--- config.mk ---
export PLATFORM = sky130hd
export DESIGN_NAME = seg_xlate
export DESIGN_NICKNAME = d
export VERILOG_FILES = /design/src/rtl/seg_xlate_pkg.sv /design/src/rtl/seg_table.sv /design/src/rtl/seg_check.sv /design/src/rtl/seg_xlate.sv
export SDC_FILE = /design/constraint.sdc
export NUM_CORES = 1
export LEC_CHECK = 0
export BUFFER_PORTS_ARGS = -buffer_cell sky130_fd_sc_hd__buf_2
export CAP_MARGIN = 40
export CORE_MARGIN = 10
export CORE_UTILIZATION = 50
export CTS_CLUSTER_DIAMETER = 60
export DETAILED_ROUTE_END_ITERATION = 7
export GPL_TIMING_DRIVEN = 0
export HOLD_SLACK_MARGIN = 0.05
export PLACE_DENSITY = 0.63
export SYNTH_ARGS = -nofsm -noshare
export SYNTH_HDL_FRONTEND = slang
export SYNTH_SLANG_ARGS = --single-unit
export TNS_END_PERCENT = 50
--- constraint.sdc ---
create_clock -name clk -period 5.6 [get_ports clk]
set_input_delay 0.56 -clock clk [delete_from_list [all_inputs] [get_ports clk]]
set_output_delay 0.56 -clock clk [all_outputs]
set_load 0.05 [all_outputs]
--- src/rtl/seg_xlate_pkg.sv ---
package seg_xlate_pkg;

  typedef enum logic [2:0] {
    FLT_NONE    = 3'd0,
    FLT_RANGE   = 3'd1,
    FLT_INVALID = 3'd2,
    FLT_BOUND   = 3'd3,
    FLT_PERM    = 3'd4
  } fault_e;

  typedef enum logic [1:0] {
    ACC_READ  = 2'd0,
    ACC_WRITE = 2'd1,
    ACC_EXEC  = 2'd2,
    ACC_RSVD  = 2'd3
  } access_e;

  localparam int PERM_W = 3;

endpackage

--- src/rtl/seg_table.sv ---
module seg_table
  import seg_xlate_pkg::*;
#(
  parameter int TBL_DEPTH = 16,
  parameter int PA_W      = 20,
  parameter int BND_W     = 13,
  localparam int IDX_W    = $clog2(TBL_DEPTH)
) (
  input  logic              clk,
  input  logic              rst_n,
  input  logic              wr_en,
  input  logic [IDX_W-1:0]  wr_idx,
  input  logic              wr_valid,
  input  logic [PA_W-1:0]   wr_base,
  input  logic [BND_W-1:0]  wr_bound,
  input  logic [PERM_W-1:0] wr_perm,
  input  logic [IDX_W-1:0]  rd_idx,
  output logic              rd_valid,
  output logic [PA_W-1:0]   rd_base,
  output logic [BND_W-1:0]  rd_bound,
  output logic [PERM_W-1:0] rd_perm
);

  localparam int ENT_W = 1 + PA_W + BND_W + PERM_W;

  logic [ENT_W-1:0] ent_all [TBL_DEPTH];
  logic [ENT_W-1:0] wr_word;

  assign wr_word = {wr_valid, wr_base, wr_bound, wr_perm};

  for (genvar g = 0; g < TBL_DEPTH; g++) begin : g_ent
    logic [ENT_W-1:0] ent_q;
    always_ff @(posedge clk or negedge rst_n) begin
      if (!rst_n)                                   ent_q <= '0;
      else if (wr_en && (wr_idx == IDX_W'(g)))      ent_q <= wr_word;
    end
    assign ent_all[g] = ent_q;
  end

  assign {rd_valid, rd_base, rd_bound, rd_perm} = ent_all[rd_idx];

  AST_WRITE_LANDS: assert property (@(posedge clk) disable iff (!rst_n)
    wr_en |=> (ent_all[$past(wr_idx)] == $past(wr_word)));

endmodule

--- src/rtl/seg_check.sv ---
module seg_check
  import seg_xlate_pkg::*;
#(
  parameter int SEG_W  = 4,
  parameter int OFF_W  = 12,
  parameter int PA_W   = 20,
  parameter int SIZE_W = 5,
  localparam int BND_W = OFF_W + 1,
  localparam int CMP_W = ((SEG_W > SIZE_W) ? SEG_W : SIZE_W) + 1
) (
  input  logic [SEG_W-1:0]  seg,
  input  logic [OFF_W-1:0]  off,
  input  logic [SIZE_W-1:0] tbl_size,
  input  logic              ent_valid,
  input  logic [PA_W-1:0]   ent_base,
  input  logic [BND_W-1:0]  ent_bound,
  input  logic [PERM_W-1:0] ent_perm,
  input  logic [1:0]        access,
  output fault_e            fault,
  output logic [PA_W-1:0]   paddr
);

  logic in_range, in_bound, allowed;

  assign in_range = CMP_W'(seg) < CMP_W'(tbl_size);
  assign in_bound = BND_W'(off) < ent_bound;

  always_comb begin
    unique case (access_e'(access))
      ACC_READ:  allowed = ent_perm[0];
      ACC_WRITE: allowed = ent_perm[1];
      ACC_EXEC:  allowed = ent_perm[2];
      default:   allowed = 1'b0;
    endcase
  end

  always_comb begin
    fault = FLT_NONE;
    paddr = '0;
    if (!in_range)       fault = FLT_RANGE;
    else if (!ent_valid) fault = FLT_INVALID;
    else if (!in_bound)  fault = FLT_BOUND;
    else if (!allowed)   fault = FLT_PERM;
    else                 paddr = ent_base + PA_W'(off);
  end

endmodule

--- src/rtl/seg_xlate.sv ---
module seg_xlate
  import seg_xlate_pkg::*;
#(
  parameter int VA_W      = 16,
  parameter int SEG_W     = 4,
  parameter int PA_W      = 20,
  parameter int TBL_DEPTH = 16,
  localparam int OFF_W    = VA_W - SEG_W,
  localparam int BND_W    = OFF_W + 1,
  localparam int IDX_W    = $clog2(TBL_DEPTH),
  localparam int SIZE_W   = IDX_W + 1
) (
  input  logic              clk,
  input  logic              rst_n,
  input  logic              tbl_base_we,
  input  logic [IDX_W-1:0]  tbl_base_in,
  input  logic              tbl_size_we,
  input  logic [SIZE_W-1:0] tbl_size_in,
  input  logic              cfg_we,
  input  logic [IDX_W-1:0]  cfg_idx,
  input  logic              cfg_valid,
  input  logic [PA_W-1:0]   cfg_base,
  input  logic [BND_W-1:0]  cfg_bound,
  input  logic [2:0]        cfg_perm,
  input  logic              req_valid,
  output logic              req_ready,
  input  logic [VA_W-1:0]   req_vaddr,
  input  logic [1:0]        req_access,
  output logic              resp_valid,
  input  logic              resp_ready,
  output logic [2:0]        resp_fault,
  output logic [PA_W-1:0]   resp_paddr
);

  logic [IDX_W-1:0]  tbl_base_q;
  logic [SIZE_W-1:0] tbl_size_q;
  logic [SEG_W-1:0]  seg;
  logic [OFF_W-1:0]  off;
  logic [IDX_W-1:0]  ent_idx;
  logic              ent_valid;
  logic [PA_W-1:0]   ent_base;
  logic [BND_W-1:0]  ent_bound;
  logic [PERM_W-1:0] ent_perm;
  fault_e            chk_fault;
  logic [PA_W-1:0]   chk_paddr;
  logic              accept;
  logic              rv_q;
  fault_e            fault_q;
  logic [PA_W-1:0]   paddr_q;

  assign seg     = req_vaddr[VA_W-1 -: SEG_W];
  assign off     = req_vaddr[OFF_W-1:0];
  assign ent_idx = tbl_base_q + IDX_W'(seg);

  always_ff @(posedge clk or negedge rst_n) begin
    if (!rst_n) begin
      tbl_base_q <= '0;
      tbl_size_q <= '0;
    end else begin
      if (tbl_base_we) tbl_base_q <= tbl_base_in;
      if (tbl_size_we) tbl_size_q <= tbl_size_in;
    end
  end

  seg_table #(
    .TBL_DEPTH(TBL_DEPTH), .PA_W(PA_W), .BND_W(BND_W)
  ) i_table (
    .clk(clk), .rst_n(rst_n),
    .wr_en(cfg_we), .wr_idx(cfg_idx), .wr_valid(cfg_valid),
    .wr_base(cfg_base), .wr_bound(cfg_bound), .wr_perm(cfg_perm),
    .rd_idx(ent_idx), .rd_valid(ent_valid), .rd_base(ent_base),
    .rd_bound(ent_bound), .rd_perm(ent_perm)
  );

  seg_check #(
    .SEG_W(SEG_W), .OFF_W(OFF_W), .PA_W(PA_W), .SIZE_W(SIZE_W)
  ) i_check (
    .seg(seg), .off(off), .tbl_size(tbl_size_q),
    .ent_valid(ent_valid), .ent_base(ent_base), .ent_bound(ent_bound),
    .ent_perm(ent_perm), .access(req_access),
    .fault(chk_fault), .paddr(chk_paddr)
  );

  assign req_ready = !rv_q || resp_ready;
  assign accept    = req_valid && req_ready;

  always_ff @(posedge clk or negedge rst_n) begin
    if (!rst_n) begin
      rv_q    <= 1'b0;
      fault_q <= FLT_NONE;
      paddr_q <= '0;
    end else if (accept) begin
      rv_q    <= 1'b1;
      fault_q <= chk_fault;
      paddr_q <= chk_paddr;
    end else if (resp_ready) begin
      rv_q    <= 1'b0;
    end
  end

  assign resp_valid = rv_q;
  assign resp_fault = fault_q;
  assign resp_paddr = paddr_q;

  AST_RESULT_FOLLOWS: assert property (@(posedge clk) disable iff (!rst_n)
    (req_valid && req_ready) |=> resp_valid);

  AST_STALL_HOLDS: assert property (@(posedge clk) disable iff (!rst_n)
    (resp_valid && !resp_ready) |=> (resp_valid && $stable(resp_fault) && $stable(resp_paddr)));

  AST_STALL_BLOCKS: assert property (@(posedge clk) disable iff (!rst_n)
    (resp_valid && !resp_ready) |-> !req_ready);

  AST_FAULT_NO_ADDR: assert property (@(posedge clk) disable iff (!rst_n)
    (resp_valid && resp_fault != 3'd0) |-> (resp_paddr == '0));

  AST_FAULT_LEGAL: assert property (@(posedge clk) disable iff (!rst_n)
    resp_valid |-> (resp_fault <= 3'd4));

  AST_EMPTY_TABLE: assert property (@(posedge clk) disable iff (!rst_n)
    (req_valid && req_ready && tbl_size_q == '0) |=> (resp_fault == 3'd1));

endmodule

# Word level (Yosys, flattened, before mapping)

Cells that the tools add are included.

Bits in latches: 0
Memories kept: 0
Memory bits (writable): 0
Output and inout bits: 25
Register bits after elaboration: 625
Input bits: 75
ROM bits: 0

Eq/ne operators: 17
Add/sub/neg operators: 2
$mul: 0
Shift operators: 0
Mux-type cells: 14
Divide/modulo/power cells: 0
Magnitude comparators: 3
Reductions and logical operators: 22
Bitwise operators: 1

Operators with widths:

| cell               | number |
|---|---|
| $bmux 37 s4        | 1 |
| $mux 20            | 4 |
| $mux 37            | 2 |
| $eq 4x4->1 const B | 8 |
| $add 20x12->20     | 1 |
| $logic_and 1x1->1  | 17 |
| $eq 4x3->1 const B | 4 |
| $lt 12x13->1       | 1 |
| $mux 3             | 4 |
| $eq 4x2->1 const B | 2 |
| $ge 5x5->1 const B | 1 |
| $lt 4x5->1         | 1 |
| $not 4->5          | 1 |
| $add 4x4->4        | 1 |
| $eq 4x1->1 const B | 1 |
| $logic_not 4->1    | 1 |
| $pmux 1 s3         | 1 |
| $eq 2x1->1 const B | 1 |
| $eq 2x2->1 const B | 1 |
| $logic_not 2->1    | 1 |
| $mux 1             | 2 |
| $reduce_bool 2->1  | 1 |
| $logic_not 1->1    | 1 |
| $logic_or 1x1->1   | 1 |

# Depth between registers and ports, before layout

Gate-level depths: netlist of run 1.

Depth after elaboration: 10
Depth in mapped cells: 22
Depth with buffers taken out: 16

# Cells and area by module

A second synthesis of run 1 with hierarchy kept.

Cells, all modules: 1,869
Area total of the unflattened synthesis: 29,156.7 µm²

By module, submodules not included:

| module    | area an instance (µm²) | cells an instance | instances |
|---|---|---|---|
| seg_table | 26,424.1               | 1,610             | 1 |
| seg_xlate | 1,430.1                | 79                | 1 |
| seg_check | 1,302.5                | 180               | 1 |

# Least setup slack after synthesis of run 1

OpenSTA, ideal clock, no wires.

Path kind: input port to flip-flop
Start point: input req_vaddr[12]
End point: register paddr_q[17], in the netlist resp_paddr[17]
Arrival: 5,245 ps
Setup time: 76 ps
Required time: 5,524 ps
Stages: 20
Path slack: 279 ps
Cell sequence: ha_1 fa_1 buf_6 buf_4 buf_2 buf_4 buf_2 clkbuf_1 mux4_2 nand2_1 a31oi_1 ha_1 and3_1 a221o_1 a311o_1 a2111o_1 o2111ai_2 nor3_1 xor2_1 o21ai_1

Longest elaborated chain between the ends: 10

RTL lines:

| item                                                | line                             | text |
|---|---|---|
| start, declared                                     | seg_xlate.sv:27                  | `input logic [VA_W-1:0] req_vaddr,` |
| $add 4x4->4                                         | seg_xlate.sv:53                  | `assign ent_idx = tbl_base_q + IDX_W'(seg);` |
| $not 4->5 (implied by the code)                     | seg_table.sv:40                  | `assign {rd_valid, rd_base, rd_bound, rd_perm} = ent_all[rd_idx];` |
| $bmux 37 s4                                         | seg_table.sv:40                  |  |
| $mux 37 (implied by the code) (2 in a row)          | seg_table.sv:40                  |  |
| $add 20x12->20 / $pmux 1 s3 (equally long branches) | seg_check.sv:44, seg_check.sv:29 |  |
| $mux 20                                             | seg_check.sv:43                  | `else if (!allowed) fault = FLT_PERM;` |
| $mux 20                                             | seg_check.sv:42                  | `else if (!in_bound) fault = FLT_BOUND;` |
| $mux 20                                             | seg_check.sv:41                  | `else if (!ent_valid) fault = FLT_INVALID;` |
| $mux 20 (*)                                         | seg_check.sv:40                  | `if (!in_range) fault = FLT_RANGE;` |
| end signal, assigned                                | seg_xlate.sv:95                  | `paddr_q <= chk_paddr;` |
| end, declared                                       | seg_xlate.sv:49                  | `logic [PA_W-1:0] paddr_q;` |

Mark *: on every way between the ends. The rest lies on a longest branch, timed or not. The select of a mux whose other input is x is not followed.
A chain may end at the register's enable or synchronous reset.

# Worst setup path in the final report of run 1

Start point: register tbl_base_q[0]
End point: register paddr_q[12], in the netlist resp_paddr[12]

Longest elaborated chain between the ends: 10

RTL lines:

| item                                                | line                             | text |
|---|---|---|
| start, declared                                     | seg_xlate.sv:35                  | `logic [IDX_W-1:0] tbl_base_q;` |
| start signal, assigned                              | seg_xlate.sv:60                  | `if (tbl_base_we) tbl_base_q <= tbl_base_in;` |
| $add 4x4->4 (*)                                     | seg_xlate.sv:53                  |  |
| $not 4->5 (implied by the code) (*)                 | seg_table.sv:40                  |  |
| $bmux 37 s4 (*)                                     | seg_table.sv:40                  |  |
| $mux 37 (implied by the code) (*) (2 in a row)      | seg_table.sv:40                  |  |
| $add 20x12->20 / $pmux 1 s3 (equally long branches) | seg_check.sv:44, seg_check.sv:29 |  |
| $mux 20                                             | seg_check.sv:43                  |  |
| $mux 20                                             | seg_check.sv:42                  |  |
| $mux 20 (*)                                         | seg_check.sv:41                  |  |
| $mux 20 (*)                                         | seg_check.sv:40                  |  |

Marked as above.

==> flow_metrics.py, run 1 <==
metrics = {
    "detailed_routing": {
        "route.met3.wl_um": 5390,
        "via_per_inst": 5.92,
        "wl_per_cell_um": 26.3,
        "route.met2.wl_um": 36100,
        "top_layer_used": "met4",
        "vias": 17700,
        "dr.pass1.iters": 5,
        "routed_wirelength_um": 78400,
        "drtAntennaViolNets": 0,
        "drc": 0,
        "drt_iter0_markers": 1237,
        "wl_met1_um": 35300,
    },
    "setup_path": {
        "cp_cell_sequence": "ha_1, fa_2, xor2_1, clkbuf_4, buf_6, clkbuf_4, buf_2, nand2_1, nand3_1, nand2_1, ha_1, o21a_1, o21ai_0, a2111oi_2, buf_2, o221ai_1, nor2_1, nor3_2, buf_4, and2_1, a32o_1",
        "cpPeakStageDelay_ps": 490,
        "cp-end-kind": "flop",
        "cp.required_ps": 6070,
        "path_buf_inv": 6,
        "crit_arrival_ps": 5910,
        "cp_slowest_cell": "a2111oi_2",
        "path_delay_family": "buffers and inverters",
        "crit_fanout": 19,
        "cp.depth": 21,
        "critPathKind": "flop to flop",
        "startpoint_type": "flop",
        "reg2reg_depth": 21,
    },
    "global_route": {
        "overflow": 0,
        "grt_first_pass_wirelength_um": 119000,
        "grtUsageTotal_pct": 23.3,
        "antenna_found_initial": 2,
        "grt_pass1_vias": 18700,
        "grt_max_degree": 130,
    },
    "timing": {
        "hold_viol": 0,
        "post-route-min-period_ps": 5440,
        "clock.fmax_mhz": 184,
        "drv_slew": 0,
        "timing.final.crit_share_pct": 97.1,
        "whs_ps": 182,
        "worst_pin_slew_ps": 968,
        "clock_skew_ps": 18.0,
        "slew_headroom_pct": 35.4,
        "finalSetupViolCount": 0,
    },
    "final_layout": {
        "instances_no_fill": 2982,
        "drive_above_1_share_pct": 47.8,
        "fill_cells": 4557,
        "final_common_cell": "dfrtp_1",
        "finalNetCount": 2283,
        "post-route-cell-area_mm2": 0.0337,
        "fin_util_pct": 58.4,
        "area_delta_synth_final_pct": 15.8,
        "most-common-layout-cells": "625 x dfrtp_1, 605 x mux2_2, 152 x nand2_1",
    },
    "run": {
        "drv_cap": 0,
    },
    "logic_synthesis": {
        "ys_ff_latch": 625,
        "synth_nets": 2060,
        "ys_types": 60,
        "synth_compound_area_share_pct": 2.12,
        "synth_top_family_by_area": "multiplexers",
        "synthMuxAreaShare_pct": 35.6,
        "yosysWarnings": 0,
        "synth_flop_cell": "dfrtp_1",
        "seq_area_frac_synth_pct": 53.8,
        "synthXorXnorAreaFrac_pct": 0.602,
        "synthSimpleGateAreaFrac_pct": 3.89,
        "synth_area_mm2": 0.0291,
        "synth_cells": 1952,
        "synth_edf_count": 0,
        "syn_avg_cell_area_um2": 14.9,
        "async_flop_share_pct": 100,
        "synthAdderAreaFrac_pct": 1.47,
    },
    "clock_tree": {
        "cts.clk_slew.worst_paths_ps": 60,
        "cts_tree": "yes",
        "cts_buffer_depth": 3,
        "numCtsBuffers": 68,
        "clk_latency_ps": 600,
        "root_buffer": "clkbuf_16",
        "h-tree-depth": 3,
        "cts.sink_count": 625,
    },
    "floorplanning": {
        "boundaryPins": 100,
        "die_area_mm2": 0.0682,
        "dieHeight_um": 261,
        "initial_core_util_pct": 50.4,
        "core_area_mm2": 0.0577,
        "fp-row-count": 88,
        "die_w_um": 261,
    },
    "placement": {
        "gp_congestion": 0.866,
        "place_inst": 2873,
        "io_buffers": 98,
        "hpwl_um": 55700,
        "post_dp_cell_area_mm2": 0.0313,
    },
    "pwr": {
        "power_density_mw_per_mm2": 424,
        "p_leak_uw": 0.0147,
        "ir_worst_vdd_mv": 0.262,
    },
    "outcome": {
        "status": "complete, no violations",
    },
    "hold_path": {
        "hp-class": "input pin to flop",
        "whs_path_depth": 2,
    },
}
==> worst reg2reg max path, cell delays in order, from the launching register on <==
cell and delay [ps]:
dfrtp_1 390, ha_1 210, fa_2 400, xor2_1 300, clkbuf_4 340, buf_6 290
clkbuf_4 370, buf_2 350, nand2_1 100, nand3_1 170, nand2_1 110, ha_1 300
o21a_1 120, o21ai_0 90, a2111oi_2 490, buf_2 220, o221ai_1 180, nor2_1 230
nor3_2 100, buf_4 150, and2_1 170, a32o_1 230
==> metal layers <==
layer	vias to the layer above	global-route usage [%]
li1	7616	-
met1	9411	32.9
met2	533	36.0
met3	105	4.88
met4	0	6.53
met5	-	0
==> stage by stage <==
stage	TNS, ps	setup slack (ps)	total power, µW
6_report	0	161	14300
5_1_grt	-1.18	-1.18	15000
4_1_cts	0	16.5	14400
3_5_place_dp	-41370	-2010	9900
3_3_place_gp	-5421040	-8700	9690
2_1_floorplan	0	279	8650
==> synth_stat cells (3+ instances only) <==
master | number | share of area, %
buf_2 | 14 | 0.24
ha_1 | 31 | 1.3
a21o_1 | 11 | 0.28
mux4_1 | 9 | 0.81
nand3_1 | 31 | 0.53
a21oi_1 | 12 | 0.21
nand4_1 | 3 | 0.065
buf_8 | 3 | 0.15
buf_1 | 4 | 0.052
a31oi_1 | 13 | 0.28
buf_4 | 7 | 0.18
buf_6 | 5 | 0.19
inv_1 | 10 | 0.13
xnor2_1 | 6 | 0.18
mux2_2 | 605 | 23
nand2b_1 | 9 | 0.19
clkbuf_1 | 114 | 1.5
xor2_1 | 14 | 0.42
o21ai_0 | 18 | 0.31
o221ai_1 | 3 | 0.090
nand2_1 | 153 | 2.0
dfrtp_1 | 625 | 54
and3_1 | 14 | 0.30
o21ai_1 | 11 | 0.19
mux2i_1 | 15 | 0.52
nor2_1 | 23 | 0.30
nor3_1 | 3 | 0.052
mux4_2 | 139 | 11
==> cell type report <==
cell class | instances | area [µm²] | share of cell area [%]
clock buffer | 103 | 2060 | 6.11
tap | 765 | 957 | 2.84
buffer | 143 | 785 | 2.33
timing repair buffer | 159 | 1310 | 3.90
clock inverter | 8 | 90.1 | 0.267
antenna | 1 | 2.50 | 0.00743
sequential | 625 | 15600 | 46.4
multi-input combinational | 1168 | 12800 | 38.0
inverter | 10 | 37.5 | 0.111
==> cells by family (layout without fill, tap and decap cells) <==
logic type,after synthesis,in the layout
other,0,1
adder cells (fa/ha/maj),33,33
XOR/XNOR,20,20
multiplexers,769,769
buffers and inverters,159,423
AO/OA/AOI/OAI,92,92
flip-flops,625,625
AND/OR/NAND/NOR,254,254
==> repair_timing <==
action | CTS | global route
endpoints found under the hold margin | 63 | 0
pin swaps | 0 | 1
hold buffers | 1 | 0
resized for setup | 52 | 20
cloned | 0 | 0
buffers inserted | 0 | 1
endpoints found under the setup margin | 23 | 20
==> registers in the layout, indices dropped and copies added (netlist names) <==
register             flops
tbl_base_q               4
tbl_size_q               5
i_table.g_ent.ent_q    592
resp_paddr              20
resp_valid               1
resp_fault               3
==> final timing paths <==
path	to	slack, ps	start
max	resp_paddr[12]	160	tbl_base_q[0]
min	resp_valid	180	req_valid
max reg2reg	resp_paddr[12]	160	tbl_base_q[0]
min reg2reg	resp_paddr[11]	480	resp_paddr[11]
max in group asynchronous	i_table.g_ent[7].ent_q[19]	3100	rst_n
min in group asynchronous	tbl_base_q[0]	500	rst_n
==> power breakdown <==
part	internal (µW)	leakage [µW]	total (µW)	switching, µW
registers	5540	0.00769	6030	488
clock network	2610	0.00106	4370	1760
logic	2000	0.00600	3890	1890
total	10200	0.0147	14300	4140
Power figures use the tool's default switching activity.
==> inputs of run 2 (changes only) <==
- MAX_ROUTING_LAYER: default -> met4
==> run 2 against run 1 <==
  * Sequential cell count is the same
  * Clock skew shrank 1.7 ps
  * Total power grew 0.14%
  * Clock power is essentially flat
  * Count of clock-buffer cells in the layout is the same
  * Critical path depth shrank 2
  * Final cell count is the same
==> flow_metrics.py, run 2 (synthesis results as in run 1) <==
metrics = {
    "timing": {
        "finalSetupViolCount": 0,
        "whs_ps": 179,
        "post-route-min-period_ps": 5450,
        "clock.fmax_mhz": 184,
        "drv_slew": 0,
        "setup-tns-final_ps": 0,
        "clock_skew_ps": 16.3,
        "worst_pin_slew_ps": 963,
        "timing.final.crit_share_pct": 97.3,
        "slew_headroom_pct": 35.8,
        "hold_viol": 0,
    },
    "global_route": {
        "use_met1_pct": 33.3,
        "grtUsageTotal_pct": 24.0,
        "grt_max_degree": 130,
        "grt_util_met2_pct": 36.0,
        "grt_pass1_vias": 18700,
        "top_usage_layer": "met2",
        "met3_usage_pct": 4.45,
        "grt_first_pass_wirelength_um": 119000,
        "antenna_found_initial": 2,
        "overflow": 0,
    },
    "detailed_routing": {
        "via_per_inst": 5.95,
        "vias": 17800,
        "dr.pass1.iters": 5,
        "drc": 0,
        "routed_wirelength_um": 78500,
        "drt_iter0_markers": 1250,
        "drtAntennaViolNets": 0,
        "wl_per_cell_um": 26.3,
    },
    "clock_tree": {
        "numCtsBuffers": 68,
        "cts_tree": "yes",
        "cts_buffer_depth": 3,
        "cts.clk_slew.worst_paths_ps": 60,
        "cts.sink_count": 625,
        "h-tree-depth": 3,
        "root_buffer": "clkbuf_16",
        "clk_latency_ps": 600,
    },
    "outcome": {
        "status": "complete, no violations",
    },
    "setup_path": {
        "worstReg2RegStart": "tbl_base_q[0]",
        "cp_cell_sequence": "ha_1, fa_2, xor2_1, clkbuf_4, buf_6, clkbuf_4, nand2_1, and3_1, a31oi_1, ha_1, inv_1, fa_1, o21ai_1, a221oi_2, o21ai_1, nand2_1, nor3_1, xor2_1, o21ai_1",
        "cp-startpoint": "tbl_base_q[0]",
        "startpoint_type": "flop",
        "crit_arrival_ps": 5920,
        "critPathKind": "flop to flop",
        "cpMostUsedCell": "o21ai_1",
        "cp.required_ps": 6070,
        "crit_fanout": 19,
        "cp-end-kind": "flop",
        "reg2reg_slack_ps": 150,
        "cp_slowest_cell": "fa_1",
        "cpPeakStageDelay_ps": 430,
    },
    "final_layout": {
        "multi_input_area_mm2": 0.0128,
        "largest_reg_flops": 592,
        "most-common-layout-cells": "625 x dfrtp_1, 605 x mux2_2, 152 x nand2_1",
        "finalNetCount": 2283,
        "area_delta_synth_final_pct": 15.8,
        "fill_cells": 4558,
        "fin_util_pct": 58.4,
        "regArea_mm2": 0.0156,
        "largest_register": "i_table.g_ent.ent_q",
        "final_common_cell": "dfrtp_1",
        "drive_above_1_share_pct": 47.8,
    },
    "placement": {
        "hpwl_um": 55700,
        "gp_congestion": 0.880,
        "io_buffers": 98,
    },
    "floorplanning": {
        "boundaryPins": 100,
        "die_area_mm2": 0.0682,
        "die_w_um": 261,
        "dieHeight_um": 261,
        "initial_core_util_pct": 50.4,
        "core_area_mm2": 0.0577,
        "fp-row-count": 88,
    },
    "hold_path": {
        "hp-class": "input pin to flop",
        "min_from": "req_valid",
    },
    "pwr": {
        "total_power_uw": 14300,
        "ir_worst_vdd_mv": 0.261,
        "p_leak_uw": 0.0147,
        "power_density_mw_per_mm2": 425,
    },
    "run": {
        "drv_cap": 0,
    },
}
[run 2: what timing repair did]
item                                   CTS  global route
endpoints found under the hold margin   63             0
hold buffers                             1             0
gates resized for setup                 52            20
setup endpoints to repair               23            19
setup buffers                            0             1
pin swaps                                0             1
[run 2: critical path: cells and delay by family, from the launching register on]
family,cells,cell delay (ps)
compound gates,5,1310
xor+xnor,2,490
fa+ha+maj,4,1300
buf+inv,4,1020
flops,1,390
simple gates,4,770
[run 2: cell type report]
type                    instances  area share [%]
plain buffers                 143            2.33
repair buffers                159            3.90
multi-input cells            1168            38.0
diodes                          1         0.00743
inverters                      10           0.111
flip-flops and latches        625            46.4
well taps                     765            2.84
clock inverters                 8           0.267
clock buffers                 103            6.11
[run 2: layer usage]
layer  part of all wire, %  wire length, µm
met1                    45            35500
met2                    46            36000
met3                   6.6             5200
met4                   2.2             1750
met5                     0                0
[run 2: final timing paths]
check | endpoint | depth (start not counted)
max in group asynchronous | i_table.g_ent[9].ent_q[31] | 5
worst min register to register | resp_paddr[11] | 2
worst min-delay path | resp_valid | 2
worst max-delay path | resp_paddr[16] | 19
worst max register to register | resp_paddr[16] | 19
min in group asynchronous | tbl_base_q[3] | 2
[run 2: power by group]
group | internal, µW | switching [µW] | leakage, µW
Combinational | 2000 | 1890 | 0.00600
Clock | 2610 | 1770 | 0.00106
Sequential | 5540 | 488 | 0.00769
Total | 10200 | 4150 | 0.0147
[run 2: metrics by stage]
stage                     area [µm²]  setup slack (ps)  std cells
after floorplan                29100               279       1952
after global placement         30500             -8700       2815
after detailed placement       31300             -2010       2873
after CTS                      33600              16.5       2981
after global routing           33700             -1.18       2982
final                          33700               153       2982
==> inputs of run 3 (changes only) <==
- PLACE_DENSITY: 0.63 -> 0.75
==> run 3 against run 2 <==
  * Total power up 1.1%
  * Final cell count up 0.30%
  * Final area about the same
  * Worst hold slack worse by 24 ps
  * Count of clock-buffer cells in the layout down 9
  * Clock power up 3%
  * Global-route usage up 0.056 points
  * Critical path type unchanged
==> flow_metrics.py, run 3 (synthesis results as in run 1) <==
metrics = {
    "timing": {
        "post-route-min-period_ps": 5430,
        "drv_slew": 0,
        "clock.fmax_mhz": 184,
        "slew_headroom_pct": 30.5,
        "clock_skew_ps": 31.1,
        "worst_pin_slew_ps": 1020,
        "finalSetupViolCount": 0,
        "setup_slack_ps": 170,
        "hold_viol": 0,
        "timing.final.crit_share_pct": 97.0,
    },
    "detailed_routing": {
        "drt_iter0_markers": 1505,
        "routed_wirelength_um": 78900,
        "dr.pass1.iters": 5,
        "vias": 18100,
        "drtAntennaViolNets": 0,
        "drc": 0,
        "wl_per_cell_um": 26.4,
        "via_per_inst": 6.06,
    },
    "clock_tree": {
        "root_buffer": "clkbuf_16",
        "cts_tree": "yes",
        "cts.clk_slew.worst_paths_ps": 60,
        "cts.sink_count": 625,
        "h-tree-depth": 3,
        "clk_latency_ps": 620,
        "numCtsBuffers": 66,
        "cts_buffer_depth": 3,
    },
    "setup_path": {
        "cp-end-kind": "flop",
        "cp_cell_sequence": "ha_2, nand3_1, and3_4, buf_6, or2_1, buf_6, buf_6, clkbuf_4, clkbuf_4, and3_1, a31oi_2, ha_1, and3_1, a221o_1, a311o_1, a2111o_1, o2111ai_2, nor3_1, xor2_1, o21ai_1",
        "critPathKind": "flop to flop",
        "cp-startpoint": "tbl_base_q[2]",
        "reg2reg_to": "resp_paddr[17]",
        "cp_slowest_cell": "a2111o_1",
        "cpPeakStageDelay_ps": 450,
        "startpoint_type": "flop",
        "crit_fanout": 10,
        "cp.required_ps": 6100,
        "reg2reg_depth": 20,
        "cpMostUsedCell": "buf_6",
        "crit_arrival_ps": 5930,
        "reg2reg_slack_ps": 170,
        "worstReg2RegStart": "tbl_base_q[2]",
        "cp-endpoint": "resp_paddr[17]",
    },
    "final_layout": {
        "instances_no_fill": 2991,
        "drive_above_1_share_pct": 48.5,
        "area_delta_synth_final_pct": 15.9,
        "fill_cells": 4449,
        "fin_util_pct": 58.4,
        "final_common_cell": "dfrtp_1",
        "multi_input_area_mm2": 0.0128,
        "largest_reg_flops": 592,
        "most-common-layout-cells": "625 x dfrtp_1, 605 x mux2_2, 152 x nand2_1",
        "largest_register": "i_table.g_ent.ent_q",
        "finalNetCount": 2275,
        "regArea_mm2": 0.0156,
    },
    "pwr": {
        "p_clk_share_pct": 31.1,
        "p_comb_share_pct": 27.1,
        "p_sw_uw": 4300,
        "swShare_pct": 29.7,
        "internal_power_uw": 10200,
        "ir_worst_vdd_mv": 0.235,
        "p_leak_uw": 0.0147,
        "total_power_uw": 14500,
        "seqPwrFrac_pct": 41.8,
        "power_density_mw_per_mm2": 429,
    },
    "outcome": {
        "status": "complete, no violations",
    },
    "floorplanning": {
        "die_area_mm2": 0.0682,
        "boundaryPins": 100,
        "fp-row-count": 88,
        "dieHeight_um": 261,
        "core_area_mm2": 0.0577,
        "die_w_um": 261,
        "initial_core_util_pct": 50.4,
    },
    "placement": {
        "place_inst": 2866,
        "gp_congestion": 0.882,
        "place_ws_ps": -1550,
        "io_buffers": 98,
        "hpwl_um": 55100,
    },
    "global_route": {
        "grt_first_pass_wirelength_um": 120000,
        "top_usage_layer": "met2",
        "met3_usage_pct": 5.18,
        "antenna_found_initial": 5,
        "grt_pass1_vias": 19500,
        "grt_max_degree": 125,
        "use_met1_pct": 31.2,
        "overflow": 0,
        "grtUsageTotal_pct": 24.1,
        "grt_util_met2_pct": 36.7,
    },
    "run": {
        "drv_cap": 0,
    },
    "hold_path": {
        "hp-class": "input pin to flop",
    },
}
## run 3: repair_timing
item | CTS | global route
endpoints found under the hold margin | 85 | 0
hold buffers | 1 | 0
buffers inserted | 0 | 0
resized for setup | 54 | 29
endpoints found under the setup margin | 23 | 20
## run 3: critical path, delay by kind of cell (launching register included)
family,cells,cell delay (ps)
AOI/OAI and AO/OA,6,1810
xor gates and xnor gates,1,220
adders and majority gates,2,780
buffers and inverters,5,980
and+or+nand+nor,6,1090
DFF,1,400
## run 3: final cells by class
type / instances / area share, %
clock inverters: 28 / 0.906
inverters: 10 / 0.111
repair buffers: 152 / 3.51
flip-flops and latches: 625 / 46.4
plain buffers: 144 / 2.43
diodes: 5 / 0.0371
multi-input cells: 1168 / 38.0
well taps: 765 / 2.84
clock buffers: 94 / 5.78
## run 3: stage by stage
step / instance area, µm² / TNS [ps] / hold slack (ps)
after global routing: 33700 / -0.109 / 173
after global placement: 30500 / -5094680 / 459
after detailed placement: 31200 / -31490 / 470
after CTS: 33600 / 0 / 137
final: 33700 / 0 / 155
after floorplan: 29100 / 0 / 264
## run 3: worst min path at each step
stage               slack [ps]  depth (start not counted)                   endpoint            from
floorplan                  260                          0  i_table.g_ent[0].ent_q[0]           rst_n
global route               170                          3              tbl_size_q[2]  tbl_size_in[2]
global placement           460                          2              resp_paddr[7]   resp_paddr[7]
finish                     150                          2                 resp_valid       req_valid
CTS                        140                          2                 resp_valid       req_valid
detailed placement         470                          2              resp_paddr[6]   resp_paddr[6]
## run 3: power groups by stage
stage               Combinational (µW)  Sequential (µW)  Clock (µW)
finish                            3920             6050        4500
floorplan                         2650             6000           0
global placement                  3620             6020           0
CTS                               3860             6040        4570
global route                      4180             6160        4740
detailed placement                3790             6120           0
## run 3: routing by layer
layer  share of wire [%]  wire length (µm)  vias to the layer above
met5                   0                 0                        -
met4                 3.2              2500                        0
met3                 8.4              6600                      166
met2                  47             37000                      693
met1                  42             32800                     9638
li1                    -                 -                     7628
